===== src/rtl/psr_pkg.sv =====
package psr_pkg;

  localparam int unsigned PSR_NB = 2;
  localparam int unsigned PSR_DW = 8 * PSR_NB;

  typedef enum logic [1:0] {
    ST_IDLE,
    ST_OPEN,
    ST_STROBE,
    ST_GAP
  } psr_st_e;

  // round a nanosecond time up to whole clock cycles
  function automatic int ticks_up(input int ns, input int clk_ns);
    return (ns + clk_ns - 1) / clk_ns;
  endfunction

  function automatic int imax(input int a, input int b);
    return (a > b) ? a : b;
  endfunction

endpackage


===== src/rtl/psr_window.sv =====
// Counts cycles since the current read cycle opened and tells the sequencer
// whether one more fixed-address read still fits under the open limit.
module psr_window #(
  parameter int MAX_T = 1000,
  parameter int SUBW  = 8,
  parameter int WIN_W = 10
) (
  input  logic clk,
  input  logic rst_n,
  input  logic restart,
  input  logic active,
  output logic fits
);

  logic [WIN_W-1:0] win_q, win_d;
  logic             grow;

  assign grow = active && (win_q < WIN_W'(MAX_T));

  always_comb begin
    win_d = win_q;
    if (restart)   win_d = WIN_W'(1);
    else if (grow) win_d = win_q + 1'b1;
  end

  always_ff @(posedge clk or negedge rst_n) begin
    if (!rst_n)                 win_q <= '0;
    else if (restart || grow)   win_q <= win_d;
  end

  assign fits = ({1'b0, win_q} + (WIN_W+1)'(SUBW)) <= (WIN_W+1)'(MAX_T);

endmodule


===== src/rtl/psr_capture.sv =====
// Samples the data bus on the capture edge and zeroes deselected bytes.
module psr_capture #(
  parameter int NB = 2
) (
  input  logic          clk,
  input  logic          rst_n,
  input  logic          cap,
  input  logic [NB-1:0] be,
  input  logic [8*NB-1:0] dq,
  output logic          rsp_valid,
  output logic [8*NB-1:0] rsp_data
);

  always_ff @(posedge clk or negedge rst_n) begin
    if (!rst_n) rsp_valid <= 1'b0;
    else        rsp_valid <= cap;
  end

  for (genvar b = 0; b < NB; b++) begin : g_byte
    always_ff @(posedge clk or negedge rst_n) begin
      if (!rst_n)   rsp_data[8*b +: 8] <= '0;
      else if (cap) rsp_data[8*b +: 8] <= be[b] ? dq[8*b +: 8] : 8'h00;
    end
  end

endmodule


===== src/rtl/psr_seq.sv =====
// Cycle sequencer: opens, paces, re-strobes, splits and closes read cycles.
module psr_seq
  import psr_pkg::*;
#(
  parameter int AW       = 22,
  parameter int CW       = 8,
  parameter int NB       = 2,
  parameter int ACC_T    = 8,
  parameter int SUB_WAIT = 7,
  parameter int GAP_T    = 3,
  parameter int STEP_W   = 4
) (
  input  logic          clk,
  input  logic          rst_n,
  input  logic          run,
  input  logic          req_valid,
  input  logic [AW-1:0] req_addr,
  input  logic [NB-1:0] req_be,
  input  logic [CW-1:0] req_len,
  input  logic          req_fixed,
  output logic          req_ready,
  input  logic          fits,
  output logic          win_restart,
  output logic          cap,
  output logic [NB-1:0] cap_be,
  output logic [AW-1:0] mem_addr,
  output logic          cs_n,
  output logic          oe_n,
  output logic [NB-1:0] be_n
);

  psr_st_e          st_q, st_d;
  logic [STEP_W-1:0] cnt_q, cnt_d, tgt;
  logic [AW-1:0]    addr_q, addr_d;
  logic [NB-1:0]    be_q, be_d, ben_q, ben_d;
  logic [CW:0]      left_q, left_d;
  logic             fix_q, fix_d, sub_q, sub_d, res_q, res_d;
  logic             cs_q, cs_d, oe_q, oe_d;

  assign tgt = sub_q ? STEP_W'(SUB_WAIT) : STEP_W'(ACC_T);

  always_comb begin
    st_d = st_q;   cnt_d = cnt_q;  addr_d = addr_q; be_d = be_q;
    left_d = left_q; fix_d = fix_q; sub_d = sub_q;  res_d = res_q;
    cs_d = cs_q;   oe_d = oe_q;    ben_d = ben_q;
    win_restart = 1'b0;
    cap = 1'b0;
    unique case (st_q)
      ST_IDLE: begin
        if (req_valid && run) begin
          addr_d = req_addr;  be_d = req_be;  fix_d = req_fixed;
          left_d = {1'b0, req_len} + 1'b1;
          sub_d = 1'b0;  res_d = 1'b0;
          cs_d = 1'b0;  oe_d = 1'b0;  ben_d = ~req_be;
          cnt_d = STEP_W'(1);
          win_restart = 1'b1;
          st_d = ST_OPEN;
        end
      end
      ST_OPEN: begin
        if (cnt_q == tgt) begin
          cap = 1'b1;
          left_d = left_q - 1'b1;
          cnt_d = STEP_W'(1);
          if (left_q == (CW+1)'(1)) begin
            cs_d = 1'b1;  oe_d = 1'b1;  ben_d = '1;
            res_d = 1'b0;
            st_d = ST_GAP;
          end else if (!fix_q) begin
            addr_d = addr_q + 1'b1;
            sub_d = 1'b0;
            win_restart = 1'b1;
          end else if (fits) begin
            oe_d = 1'b1;  ben_d = '1;
            st_d = ST_STROBE;
          end else begin
            cs_d = 1'b1;  oe_d = 1'b1;  ben_d = '1;
            res_d = 1'b1;
            st_d = ST_GAP;
          end
        end else begin
          cnt_d = cnt_q + 1'b1;
        end
      end
      ST_STROBE: begin
        oe_d = 1'b0;  ben_d = ~be_q;
        sub_d = 1'b1;
        cnt_d = STEP_W'(1);
        st_d = ST_OPEN;
      end
      ST_GAP: begin
        if (cnt_q == STEP_W'(GAP_T)) begin
          if (res_q) begin
            cs_d = 1'b0;  oe_d = 1'b0;  ben_d = ~be_q;
            sub_d = 1'b0;  res_d = 1'b0;
            cnt_d = STEP_W'(1);
            win_restart = 1'b1;
            st_d = ST_OPEN;
          end else begin
            st_d = ST_IDLE;
          end
        end else begin
          cnt_d = cnt_q + 1'b1;
        end
      end
      default: st_d = ST_IDLE;
    endcase
  end

  always_ff @(posedge clk or negedge rst_n) begin
    if (!rst_n) begin
      st_q <= ST_IDLE;  cnt_q <= '0;  addr_q <= '0;  be_q <= '0;
      left_q <= '0;  fix_q <= 1'b0;  sub_q <= 1'b0;  res_q <= 1'b0;
      cs_q <= 1'b1;  oe_q <= 1'b1;  ben_q <= '1;
    end else begin
      st_q <= st_d;  cnt_q <= cnt_d;  addr_q <= addr_d;  be_q <= be_d;
      left_q <= left_d;  fix_q <= fix_d;  sub_q <= sub_d;  res_q <= res_d;
      cs_q <= cs_d;  oe_q <= oe_d;  ben_q <= ben_d;
    end
  end

  assign req_ready = (st_q == ST_IDLE) && run;
  assign cap_be    = be_q;
  assign mem_addr  = addr_q;
  assign cs_n      = cs_q;
  assign oe_n      = oe_q;
  assign be_n      = ben_q;

endmodule


===== src/rtl/psram_rd_ctrl.sv =====
module psram_rd_ctrl
  import psr_pkg::*;
#(
  parameter int AW          = 22,
  parameter int CW          = 8,
  parameter int CLK_NS      = 10,
  parameter int RC_NS       = 80,
  parameter int AA_NS       = 80,
  parameter int OE_NS       = 35,
  parameter int CSH_NS      = 10,
  parameter int HZ_NS       = 25,
  parameter int OPEN_MAX_NS = 10000
) (
  input  logic              clk,
  input  logic              rst_n,
  input  logic              req_valid,
  output logic              req_ready,
  input  logic [AW-1:0]     req_addr,
  input  logic [PSR_NB-1:0] req_be,
  input  logic [CW-1:0]     req_len,
  input  logic              req_fixed,
  output logic              rsp_valid,
  output logic [PSR_DW-1:0] rsp_data,
  output logic [AW-1:0]     mem_addr,
  output logic              mem_cs_n,
  output logic              mem_oe_n,
  output logic              mem_lb_n,
  output logic              mem_ub_n,
  input  logic [PSR_DW-1:0] mem_dq
);

  localparam int RC_T     = ticks_up(RC_NS, CLK_NS);
  localparam int OE_T     = ticks_up(OE_NS, CLK_NS);
  localparam int ACC_T    = imax(RC_T, imax(ticks_up(AA_NS, CLK_NS), OE_T));
  localparam int SUB_WAIT = imax(OE_T, RC_T - 1);
  localparam int SUBW     = SUB_WAIT + 1;
  localparam int GAP_T    = imax(1, imax(ticks_up(CSH_NS, CLK_NS), ticks_up(HZ_NS, CLK_NS)));
  localparam int MAX_T    = OPEN_MAX_NS / CLK_NS;
  localparam int STEP_W   = $clog2(imax(ACC_T, imax(SUBW, GAP_T)) + 1);
  localparam int WIN_W    = $clog2(MAX_T + SUBW + 1);

  if (MAX_T < ACC_T) begin : g_bad_limit
    $error("open-time limit is shorter than one full access");
  end

  // asynchronous assert, synchronous release
  logic rst_m, rst_s;
  always_ff @(posedge clk or negedge rst_n) begin
    if (!rst_n) begin
      rst_m <= 1'b0;
      rst_s <= 1'b0;
    end else begin
      rst_m <= 1'b1;
      rst_s <= rst_m;
    end
  end

  logic              fits, win_restart, cap;
  logic [PSR_NB-1:0] cap_be, be_n;

  psr_seq #(
    .AW(AW), .CW(CW), .NB(PSR_NB), .ACC_T(ACC_T), .SUB_WAIT(SUB_WAIT),
    .GAP_T(GAP_T), .STEP_W(STEP_W)
  ) u_seq (
    .clk(clk), .rst_n(rst_s), .run(rst_s),
    .req_valid(req_valid), .req_addr(req_addr), .req_be(req_be),
    .req_len(req_len), .req_fixed(req_fixed), .req_ready(req_ready),
    .fits(fits), .win_restart(win_restart), .cap(cap), .cap_be(cap_be),
    .mem_addr(mem_addr), .cs_n(mem_cs_n), .oe_n(mem_oe_n), .be_n(be_n)
  );

  psr_window #(.MAX_T(MAX_T), .SUBW(SUBW), .WIN_W(WIN_W)) u_win (
    .clk(clk), .rst_n(rst_s), .restart(win_restart), .active(!mem_cs_n),
    .fits(fits)
  );

  psr_capture #(.NB(PSR_NB)) u_cap (
    .clk(clk), .rst_n(rst_s), .cap(cap), .be(cap_be), .dq(mem_dq),
    .rsp_valid(rsp_valid), .rsp_data(rsp_data)
  );

  assign mem_lb_n = be_n[0];
  assign mem_ub_n = be_n[1];

endmodule


===== config.mk =====
export PLATFORM = sky130hd
export DESIGN_NAME = psram_rd_ctrl
export DESIGN_NICKNAME = d
export VERILOG_FILES = /design/src/rtl/psr_pkg.sv /design/src/rtl/psr_window.sv /design/src/rtl/psr_capture.sv /design/src/rtl/psr_seq.sv /design/src/rtl/psram_rd_ctrl.sv
export SDC_FILE = /design/constraint.sdc
export NUM_CORES = 1
export LEC_CHECK = 0
export CAP_MARGIN = 5
export CORE_MARGIN = 2
export CORE_UTILIZATION = 51
export DETAILED_ROUTE_END_ITERATION = 10
export PLACE_DENSITY_LB_ADDON = 0.25
export SLEW_MARGIN = 20
export SYNTH_ARGS = -nofsm -noshare
export SYNTH_HDL_FRONTEND = slang
export SYNTH_SLANG_ARGS = --single-unit

===== constraint.sdc =====
create_clock -name clk -period 3.5 [get_ports clk]
set_input_delay 0.7 -clock clk [delete_from_list [all_inputs] [get_ports clk]]
set_output_delay 0.7 -clock clk [all_outputs]
set_load 0.02 [all_outputs]

* Word-level counts from Yosys, hierarchy flattened *
Index checks and enable logic that the tools add are counted.

operators by class
  add/sub/neg operators = 6
  magnitude comparators = 2
  equal/unequal tests = 15
  muxes and demuxes = 62
  bitwise logic cells = 2
  reduce and logical (&&, ||, !) cells = 19

operators with widths
  cell                                                              count
  2-to-1 mux 22 bit                                                 4
  one-hot mux 22 bit (2 select lines)                               1
  2-to-1 mux 1 bit                                                  26
  adder 22 x 1 -> 22 bit, second input constant                     1
  2-to-1 mux 2 bit                                                  11
  2-to-1 mux 10 bit                                                 2
  2-to-1 mux 4 bit                                                  5
  2-to-1 mux 9 bit                                                  2
  one-hot mux 9 bit (2 select lines)                                1
  2-to-1 mux 8 bit                                                  2
  one-hot mux 2 bit (4 select lines)                                2
  one-hot mux 4 bit (4 select lines)                                1
  AND reduction 6 bit                                               2
  adder 10 x 4 -> 11 bit, second input constant                     1
  less-or-equal comparator 11 x 10 -> 1 bit, second input constant  1
  adder 10 x 1 -> 10 bit, second input constant                     1
  < comparator 10 bit, second input constant                        1
  AND reduction 5 bit                                               2
  adder 8 x 1 -> 9 bit, second input constant                       1
  equality test 9 x 1 -> 1 bit, second input constant               1
  one-hot mux 1 bit (3 select lines)                                3
  subtractor 9 x 1 -> 9 bit, second input constant                  1
  inequality test 2 x 1 -> 1 bit, second input constant             4
  one-hot mux 1 bit (4 select lines)                                2
  19 further kinds                                                  28

storage, ports and cells
  register bits after elaboration = 75
  output and inout bits = 44

* Longest topological paths before layout *
Gate-level depths: netlist of run 1.

  depth in word-level cells = 7
  gate-level depth with buffers = 8
  gate-level depth less buffers = 7

* Modules after synthesis *
Synthesis of run 1 repeated with hierarchy kept, for this count alone.

second synthesis, totals
  cell total of the unflattened synthesis = 499
  area, all modules = 4491.8 um^2

modules (own cells, without submodules)
  module         times used  cells each  area each (um^2)  seq. area each (um^2)
  psr_seq        1           359         3104.2            1156.1
  psr_capture    1           70          673.1             425.4
  psr_window     1           66          656.9             250.2
  psram_rd_ctrl  1           4           57.6              50.0

* Worst setup path after synthesis of run 1 *
Ideal clock, no wire load.

  path kind = reg2reg
  start point = register rst_s
  end point = register u_seq.addr_q[0] (netlist: u_seq.mem_addr[0])
  arrival = 3.310 ns
  data required time = 3.431 ns
  setup slack = 0.121 ns
  stages on the path, launching flop included = 6
  path buffers = 0
  period minus slack after synthesis = 3.379 ns
  cells stage by stage = dfrtp_1 -> nand2_1 -> nor3_4 -> o22ai_4 -> or3_1 -> nand3_1

on the way
  word-level cells in the longest chain between the ends = 3

RTL lines
  what                                      RTL line             source
  start, declared                           psram_rd_ctrl.sv:47  logic rst_m, rst_s;
  start signal, assigned                    psram_rd_ctrl.sv:54  rst_s <= rst_m;
  logical AND 1 bit                         psr_seq.sv:50        if (req_valid && run) begin
  inequality test 2 x 1 -> 1 bit (no line)  -
  AND reduction 5 bit (no line)             -
  end signal, assigned                      psr_seq.sv:112       st_q <= ST_IDLE; cnt_q <= '0; addr_q <= '0; be_q <= '0;
  end signal, assigned                      psr_seq.sv:116       st_q <= st_d; cnt_q <= cnt_d; addr_q <= addr_d; be_q <= be_d;
  end, declared                             psr_seq.sv:34        logic [AW-1:0] addr_q, addr_d;

No other way between the ends.
A chain may end at the register's enable or synchronous reset.

* Final worst setup path of run 1 *
  start point = register u_seq.st_q[0]
  end point = output port req_ready

on the way
  word-level cells in the longest chain between the ends = 2

RTL lines
  what                    RTL line             source
  start, declared         psr_seq.sv:32        psr_st_e st_q, st_d;
  start signal, assigned  psr_seq.sv:112
  start signal, assigned  psr_seq.sv:116
  zero test 2 bit         psr_seq.sv:122       assign req_ready = (st_q == ST_IDLE) && run;
  logical AND 1 bit       psr_seq.sv:122
  end, declared           psram_rd_ctrl.sv:17  output logic req_ready,

No other way between the ends.

==> metrics.yaml, run 1 <==
status:
  run_status: "complete, no violations"
timing:
  fin_skew_ns: 0.0102
  setup_viol: 0
  holdWs_ns: 0.122
  rsz0062_at_grt: "false"
  fmax_ghz: 0.364
  post-route-period-util_pct: 78.5
  timing_hold_violations_final: 0
  finalSetupTns_ns: 0
  finalCriticalPeriod_ns: 2.75
  slew_headroom_pct: 43.3
  final-max-slew-violation-count: 0
  tightest_slew_ns: 0.850
worst_setup_path:
  crit_start: "u_seq.st_q[0]"
  critPathRequiredTime_ns: 2.80
  rr_endpoint: "u_seq.mem_addr[19]"
  cp_cell_sequence: "nor2_1 -> and2_1 -> clkdlybuf4s50_1"
  cp_num_buf_inv: 1
  r2r_start: "u_seq.st_q[1]"
  cp.depth: 3
  critPathKind: "reg -> out"
  path_delay_family: "buffers and inverters"
  r2r_slack_ns: 1.04
  slowest_delay_ns: 0.60
  cp-end-kind: "primary output"
  cp.arrival_ns: 2.05
  crit_end: "req_ready"
  critPathSlowestCell: "clkdlybuf4s50_1"
  reg2regPathDepth: 6
  cp_max_fo: 13
  cp-start-kind: "flop"
finish:
  regArea_sq_um: 1880
  diodes: 0
  multiInputGateArea_sq_um: 2210
  layout_commonest_cell: "clkdlybuf4s50_1"
  finalInstanceArea_sq_um: 5490
  layout.nets: 619
  drive_above_1_share_pct: 8.67
  fillers: 691
  final_cell_mix: "95 x clkdlybuf4s50_1, 74 x nand2_1, 70 x dfrtp_1, 41 x a21oi_1, 38 x nand3_1"
  syn_to_final_growth_pct: 29.5
job:
  max_cap_viol_count: 0
power_and_ir_drop:
  p_leak_nw: 2.34
  power.switching_fraction_pct: 43.2
  pwr-share-seq_pct: 35.6
  combPwrFrac_pct: 47.7
  p_sw_mw: 2.06
  peakVddDrop_uv: 426
  p_clk_share_pct: 16.7
  p_total_mw: 4.77
  intPower_mw: 2.71
  powerDensity_nw_per_um2: 869
floorplanning:
  die_y_um: 95.2
  die_area_sq_um: 9060
  die-width_um: 95.2
  rows: 33
  start_util_pct: 52.1
  boundaryPins: 96
  coreArea_sq_um: 8130
logic_synthesis:
  ys.flop_type: "dfrtp_1"
  syn_inst: 473
  seq_area_frac_synth_pct: 44.4
  synth_edf_count: 0
  synthArstFlopShare_pct: 100
  yosys.cell_types.count: 72
  syn-num-nets: 532
  synth_area_sq_um: 4240
  syn_area_per_cell_sq_um: 8.96
  ys_warn_count: 0
  ys_seq_elements: 75
placed_design:
  portBuffers: 95
  place_area_sq_um: 5240
  gp_congestion: 0.875
  dp_hpwl_um: 7690
route:
  num_vias: 3913
  drtPass1Iterations: 5
  drc: 0
  drtIter0Drc: 217
  routed_wirelength_um: 11000
  ant_nets: 0
  wl_per_cell_um: 16.5
  viasPerCell: 5.84
cts:
  cts_resized: 0
  cts_tree: "yes"
  clockBufferDepth: 2
  clock_latency_ns: 0.34
  cts_setup_buffers: 0
  htree_levels: 3
  cts_sinks: 75
  clk_pin_slew_ns: 0.08
  holdBufCountCts: 0
  root_buffer: "clkbuf_8"
  cts_made_buffers: 9
global_routing:
  grt_pass1_wl_um: 18000
  grt_use_total_pct: 25.3
  grt_max_degree: 68
  antenna_found_initial: 0
  grt-ovfl-total: 0
  grt_pass1_vias: 3796
min_path:
  holdCritPathClass: "reg -> async"
==> how the worst min path moves through the flow <==
stage | slack (ns) | depth (start not counted) | start | endpoint
4_1_cts | 0.12 | 0 | rst_s | u_cap.rsp_data[11]
3_3_place_gp | 0.12 | 0 | rst_s | u_cap.rsp_data[8]
5_1_grt | 0.15 | 0 | rst_s | u_cap.rsp_data[11]
6_report | 0.12 | 0 | rst_s | u_cap.rsp_data[11]
2_1_floorplan | 0.33 | 0 | rst_m | rst_s
3_5_place_dp | 0.13 | 0 | rst_s | u_cap.rsp_data[8]
==> Yosys cell counts, types with 9 or more instances <==
library cell  count  share of area [%]
nand4_1           9                1.3
a21oi_1          41                4.8
inv_1            11               0.97
nor2_1           35                3.1
nand3_1          38                4.5
o21ai_0          30                3.5
xor2_1            9                1.9
dfrtp_1          71                 42
nor3_1            9                1.1
buf_2             9                1.1
clkbuf_1         10               0.89
nand2_1          74                6.6
==> per-stage QoR <==
step           std cells  utilization (%)  setup WS, ns
2_1_floorplan        473                -         0.121
3_3_place_gp         654             64.5          1.06
3_5_place_dp         654             64.5          1.02
4_1_cts              670             67.5         0.749
5_1_grt              670             67.5         0.648
6_report             670             67.5         0.753
==> flip-flops by register name, summed over array words and instances (netlist names) <==
register / cells
rst_s: 1
u_seq.oe_n: 1
u_seq.cs_n: 1
u_cap.rsp_valid: 1
u_seq.st_q: 2
u_win.win_q: 10
u_seq.res_q: 1
u_seq.sub_q: 1
u_seq.left_q: 9
u_seq.fix_q: 1
u_seq.mem_addr: 22
rst_m: 1
u_seq.be_n: 2
u_seq.cnt_q: 4
u_seq.cap_be: 2
u_cap.rsp_data: 16
==> power by group through the flow <==
stage	combinational [mW]	clock [mW]	sequential, mW
after detailed placement	2.27	0	1.70
after global routing	2.51	0.848	1.76
final	2.27	0.798	1.70
after global placement	2.21	0	1.68
after floorplan	1.24	0	1.86
after CTS	2.28	0.808	1.69
==> layout make-up <==
type / instances / area share, %
clock inverters: 3 / 1.23
inverters: 12 / 0.866
clock buffers: 13 / 3.26
flip-flops and latches: 75 / 34.3
well taps: 105 / 2.39
repair buffers: 98 / 17.7
multi-input cells: 364 / 40.2
==> cells by family (layout without fill, tap and decap cells) <==
kind of cell / after synthesis / after routing / synth area share, %
and+or+nand+nor: 205 / 205 / 24.6
buffers and inverters: 34 / 126 / 3.60
adders and majority gates: 7 / 7 / 2.07
xor gates and xnor gates: 14 / 14 / 2.89
AOI/OAI and AO/OA: 134 / 134 / 21.7
other: 1 / 1 / 0.0884
muxes: 3 / 3 / 0.767
DFF: 75 / 75 / 44.4
==> layer usage <==
layer / GRT usage [%] / share of wire [%]
met1: 33.7 / 45
met2: 42.3 / 49
met3: 4.11 / 4.1
met4: 8.57 / 2.0
met5: 0 / 0
Note: power is estimated with default switching activity, not from simulation.
==> run 2, diff against run 1 <==
clock period = 2.6 ns   (was 3.5 ns; I/O delays follow)
==> metrics.yaml, run 2 (synthesis gave the netlist of run 1 again) <==
route:
  viasPerCell: 5.98  # +2.3%
  drc: 0  # unchanged
  wl_per_cell_um: 16.8  # +2.2%
  drtIter0Drc: 240  # +11%
  num_vias: 4034  # +3.1%
  routed_wirelength_um: 11400  # +3.0%
  drtPass1Iterations: 5  # unchanged
  ant_nets: 0  # unchanged
worst_setup_path:
  critPathSlowestCell: "clkdlybuf4s50_1"
  cp.arrival_ns: 1.87  # -0.18 ns
  cp_cell_sequence: "nor2_1 -> and2_1 -> clkdlybuf4s50_1"
  cp-end-kind: "primary output"
  critPathKind: "reg -> out"
  cp-start-kind: "flop"
  r2r_start: "u_seq.left_q[1]"
  cp_max_fo: 13  # unchanged
  slowest_delay_ns: 0.61  # about the same
  crit_start: "u_seq.st_q[0]"
  critPathRequiredTime_ns: 2.08  # -0.72 ns
timing:
  slew_headroom_pct: 48.0  # +4.7 points
  post-route-period-util_pct: 91.9
  finalSetupTns_ns: 0  # unchanged
  tightest_slew_ns: 0.780  # -0.0705 ns
  timing_hold_violations_final: 0  # unchanged
  final-max-slew-violation-count: 0  # unchanged
  fin_skew_ns: 0.00928  # -0.000929 ns
  setup_viol: 0  # unchanged
  finalCriticalPeriod_ns: 2.39
  fmax_ghz: 0.419
  rsz0062_at_grt: "false"
floorplanning:
  start_util_pct: 52.1  # unchanged
  die_area_sq_um: 9060  # unchanged
  coreArea_sq_um: 8130  # unchanged
  boundaryPins: 96  # unchanged
  die_y_um: 95.2  # unchanged
  die-width_um: 95.2  # unchanged
  rows: 33  # unchanged
power_and_ir_drop:
  p_leak_nw: 2.35  # +0.77%
  peakVddDrop_uv: 562  # +32%
  p_total_mw: 6.47  # +36%
  powerDensity_nw_per_um2: 1170  # +35%
global_routing:
  grt-ovfl-total: 0  # unchanged
  grt_use_total_pct: 25.9  # +0.54 points
  antenna_found_initial: 0  # unchanged
  grt_max_degree: 62  # -8.8%
  grt_pass1_vias: 3815  # +0.50%
  grt_pass1_wl_um: 18300  # +1.3%
placed_design:
  portBuffers: 95  # unchanged
  dp_hpwl_um: 7910  # +2.9%
  place_area_sq_um: 5280  # +0.72%
  gp_congestion: 0.884  # +1.1%
cts:
  clk_pin_slew_ns: 0.08  # about the same
  holdBufCountCts: 0  # unchanged
  htree_levels: 3  # unchanged
  clockBufferDepth: 2  # unchanged
  cts_made_buffers: 9  # unchanged
  root_buffer: "clkbuf_8"
  cts_sinks: 75  # unchanged
  cts_tree: "yes"
  cts_resized: 0  # unchanged
  cts_setup_buffers: 0  # unchanged
  clock_latency_ns: 0.35  # about the same
finish:
  layout_commonest_cell: "clkdlybuf4s50_1"
  largest_register_ffs: 22  # unchanged
  diodes: 0  # unchanged
  final_cell_mix: "95 x clkdlybuf4s50_1, 74 x nand2_1, 70 x dfrtp_1, 41 x a21oi_1, 38 x nand3_1"
  syn_to_final_growth_pct: 30.1
  fillers: 662  # -4.2%
  drive_above_1_share_pct: 9.47  # +0.80 points
  layout.nets: 624  # +0.81%
  finalInstanceArea_sq_um: 5520  # +0.50%
job:
  max_cap_viol_count: 0  # unchanged
min_path:
  holdCritPathClass: "reg -> async"
status:
  run_status: "complete, no violations"
[run 2: path summary, 6_finish.rpt]
path	endpoint	slack [ns]	depth (start not counted)
setup / recovery	req_ready	0.21	3
hold / removal	u_cap.rsp_data[6]	0.18	0
setup reg to reg	u_seq.mem_addr[13]	0.47	7
hold reg to reg	u_cap.rsp_data[6]	0.18	0
max in group asynchronous	u_seq.mem_addr[1]	1.32	1
min in group clk	rst_s	0.35	0
[run 2: stage by stage]
step	instances	worst slack, ns	util [%]	hold WS (ns)
finish	675	0.212	67.8	0.176
global route	675	0.163	67.8	0.199
CTS	675	0.199	67.8	0.187
detailed placement	659	0.317	64.9	0.189
global placement	659	0.361	64.9	0.182
floorplan	473	0.0705	-	0.224
[run 2: where the power goes]
group	internal, mW	total [mW]	switching [mW]
clock	0.596	1.05	0.455
sequential	1.68	2.29	0.607
combinational	1.36	3.13	1.77
total	3.63	6.47	2.84
[run 2: area by class of cell]
type | count | area (sq um) | area share, %
flip-flops and latches | 75 | 1880 | 34.1
inverters | 12 | 47.5 | 0.862
clock buffers | 11 | 151 | 2.74
well taps | 105 | 131 | 2.38
clock inverters | 5 | 85.1 | 1.54
repair buffers | 103 | 1010 | 18.3
multi-input cells | 364 | 2210 | 40.0
[run 2: routing by layer]
metal  GRT usage, %  vias to the layer above  share of wire (%)
li1               -                     1912                  -
met1           35.1                     1962                 44
met2           41.4                      147                 49
met3           5.38                       13                6.1
met4           8.94                        0                1.3
met5              0                        -                  0
[run 2: worst max-delay path: cells and delay by family (launching register included)]
kind,cells,cell delay [ns]
buffers and inverters,1,0.61
DFF,1,0.56
and+or+nand+nor,2,0.34
==> run 3, diff against run 2 <==
PLACE_DENSITY = 0.81   (was default)
PLACE_DENSITY_LB_ADDON = default   (was 0.25)
==> metrics.yaml, run 3 (synthesis gave the netlist of run 1 again) <==
global_routing:
  grt_pass1_vias: 3810  # -0.13%
  antenna_found_initial: 0  # unchanged
  use_met3_pct: 5.45  # +0.079 points
  grt_pass1_wl_um: 18100  # -0.87%
  grt_util_met2_pct: 41.1  # -0.29 points
  busiest_layer: "met2"
  grt-ovfl-total: 0  # unchanged
  grt_util_met1_pct: 34.4  # -0.67 points
  grt_max_degree: 66  # +6.5%
  grt_use_total_pct: 25.7  # -0.15 points
timing:
  setup_viol: 0  # unchanged
  post-route-period-util_pct: 92.4  # +0.59 points
  rsz0062_at_grt: "false"
  tightest_slew_ns: 0.826  # +0.0468 ns
  final-max-slew-violation-count: 0  # unchanged
  timing_hold_violations_final: 0  # unchanged
  fin_skew_ns: 0.00709  # -0.00219 ns
  finalCriticalPeriod_ns: 2.40  # +0.0153 ns
  slew_headroom_pct: 44.9  # -3.1 points
  holdWs_ns: 0.139  # -0.0370 ns
  fmax_ghz: 0.416  # -0.64%
  finalSetupTns_ns: 0  # unchanged
route:
  drtPass1Iterations: 5  # unchanged
  viasPerCell: 5.94  # -0.67%
  num_vias: 4013  # -0.52%
  routed_wirelength_um: 11300  # -0.68%
  drtIter0Drc: 258  # +7.5%
  ant_nets: 0  # unchanged
  drc: 0  # unchanged
  wl_per_cell_um: 16.7  # -0.83%
finish:
  syn_to_final_growth_pct: 30.1  # about the same
  largest_register_ffs: 22  # unchanged
  layout_commonest_cell: "clkdlybuf4s50_1"
  finalNonFillerCells: 676  # +0.15%
  drive_above_1_share_pct: 9.63  # +0.16 points
  layout.nets: 625  # +0.16%
  fillers: 660  # -0.30%
  diodes: 0  # unchanged
  final_cell_mix: "95 x clkdlybuf4s50_1, 74 x nand2_1, 70 x dfrtp_1, 41 x a21oi_1, 38 x nand3_1"
placed_design:
  placed_cells: 660  # +0.15%
  dp_hpwl_um: 7880  # -0.42%
  gp_congestion: 0.895  # +1.2%
  portBuffers: 95  # unchanged
power_and_ir_drop:
  p_leak_nw: 2.35  # about the same
  p_total_mw: 6.43  # -0.56%
  peakVddDrop_uv: 679  # +21%
  powerDensity_nw_per_um2: 1170  # -0.52%
worst_setup_path:
  critPathKind: "reg -> out"
  cp_max_fo: 13  # unchanged
  cp-end-kind: "primary output"
  cp.arrival_ns: 1.88  # about the same
  crit_start: "u_seq.st_q[0]"
  r2r_start: "u_seq.left_q[1]"
  cp-start-kind: "flop"
  critPathRequiredTime_ns: 2.08  # about the same
cts:
  clockBufferDepth: 2  # unchanged
  holdBufCountCts: 0  # unchanged
  htree_levels: 3  # unchanged
  cts_sinks: 75  # unchanged
  clock_latency_ns: 0.36  # about the same
  cts_resized: 0  # unchanged
  clk_pin_slew_ns: 0.08  # about the same
  cts_made_buffers: 9  # unchanged
  root_buffer: "clkbuf_8"
  cts_tree: "yes"
  cts_setup_buffers: 0  # unchanged
floorplanning:
  die-width_um: 95.2  # unchanged
  boundaryPins: 96  # unchanged
  rows: 33  # unchanged
  coreArea_sq_um: 8130  # unchanged
  start_util_pct: 52.1  # unchanged
  die_y_um: 95.2  # unchanged
  die_area_sq_um: 9060  # unchanged
status:
  run_status: "complete, no violations"
job:
  max_cap_viol_count: 0  # unchanged
min_path:
  holdCritPathClass: "reg -> async"
## run 3: path summary, 6_finish.rpt
| kind | slack, ns | end | cells past startpoint |
|---|---|---|---|
| max | 0.20 | req_ready | 3 |
| min | 0.14 | u_cap.rsp_data[7] | 0 |
| max reg2reg | 0.42 | u_seq.mem_addr[9] | 7 |
| min reg2reg | 0.14 | u_cap.rsp_data[7] | 0 |
| max in group asynchronous | 1.36 | u_seq.left_q[3] | 1 |
| min in group clk | 0.35 | rst_s | 0 |
## run 3: report_power, final
part | leakage [nW] | internal, mW | switching (mW) | total [mW]
registers | 0.927 | 1.68 | 0.611 | 2.29
clock network | 0.108 | 0.566 | 0.452 | 1.02
logic | 1.32 | 1.36 | 1.76 | 3.12
## run 3: layout make-up
class                   instances  area [sq um]  area share [%]
clock buffers                  10           138            2.50
clock inverters                 6          88.8            1.61
inverters                      12          47.5           0.862
multi-input cells             364          2210            40.0
flip-flops and latches         75          1880            34.1
well taps                     105           131            2.38
repair buffers                104          1020            18.5
## run 3: per-layer routing
| layer | vias to the layer above | wire length, um |
|---|---|---|
| met5 | - | 0 |
| met4 | 0 | 224 |
| met3 | 19 | 517 |
| met2 | 107 | 5640 |
| met1 | 1968 | 4900 |
| li1 | 1919 | - |
## run 3: stage by stage
step	area (sq um)	util, %	setup WS (ns)
final	5520	67.8	0.196
after global routing	5520	67.8	0.141
after CTS	5520	67.8	0.209
after detailed placement	5290	65.0	0.451
after global placement	5290	65.0	0.507
after floorplan	4240	-	0.0705
## run 3: critical path, cell delays in order, from the launching register on
cell	delay, ns
dfrtp_1	0.58
nor2_1	0.20
and2_1	0.14
clkdlybuf4s50_1	0.60
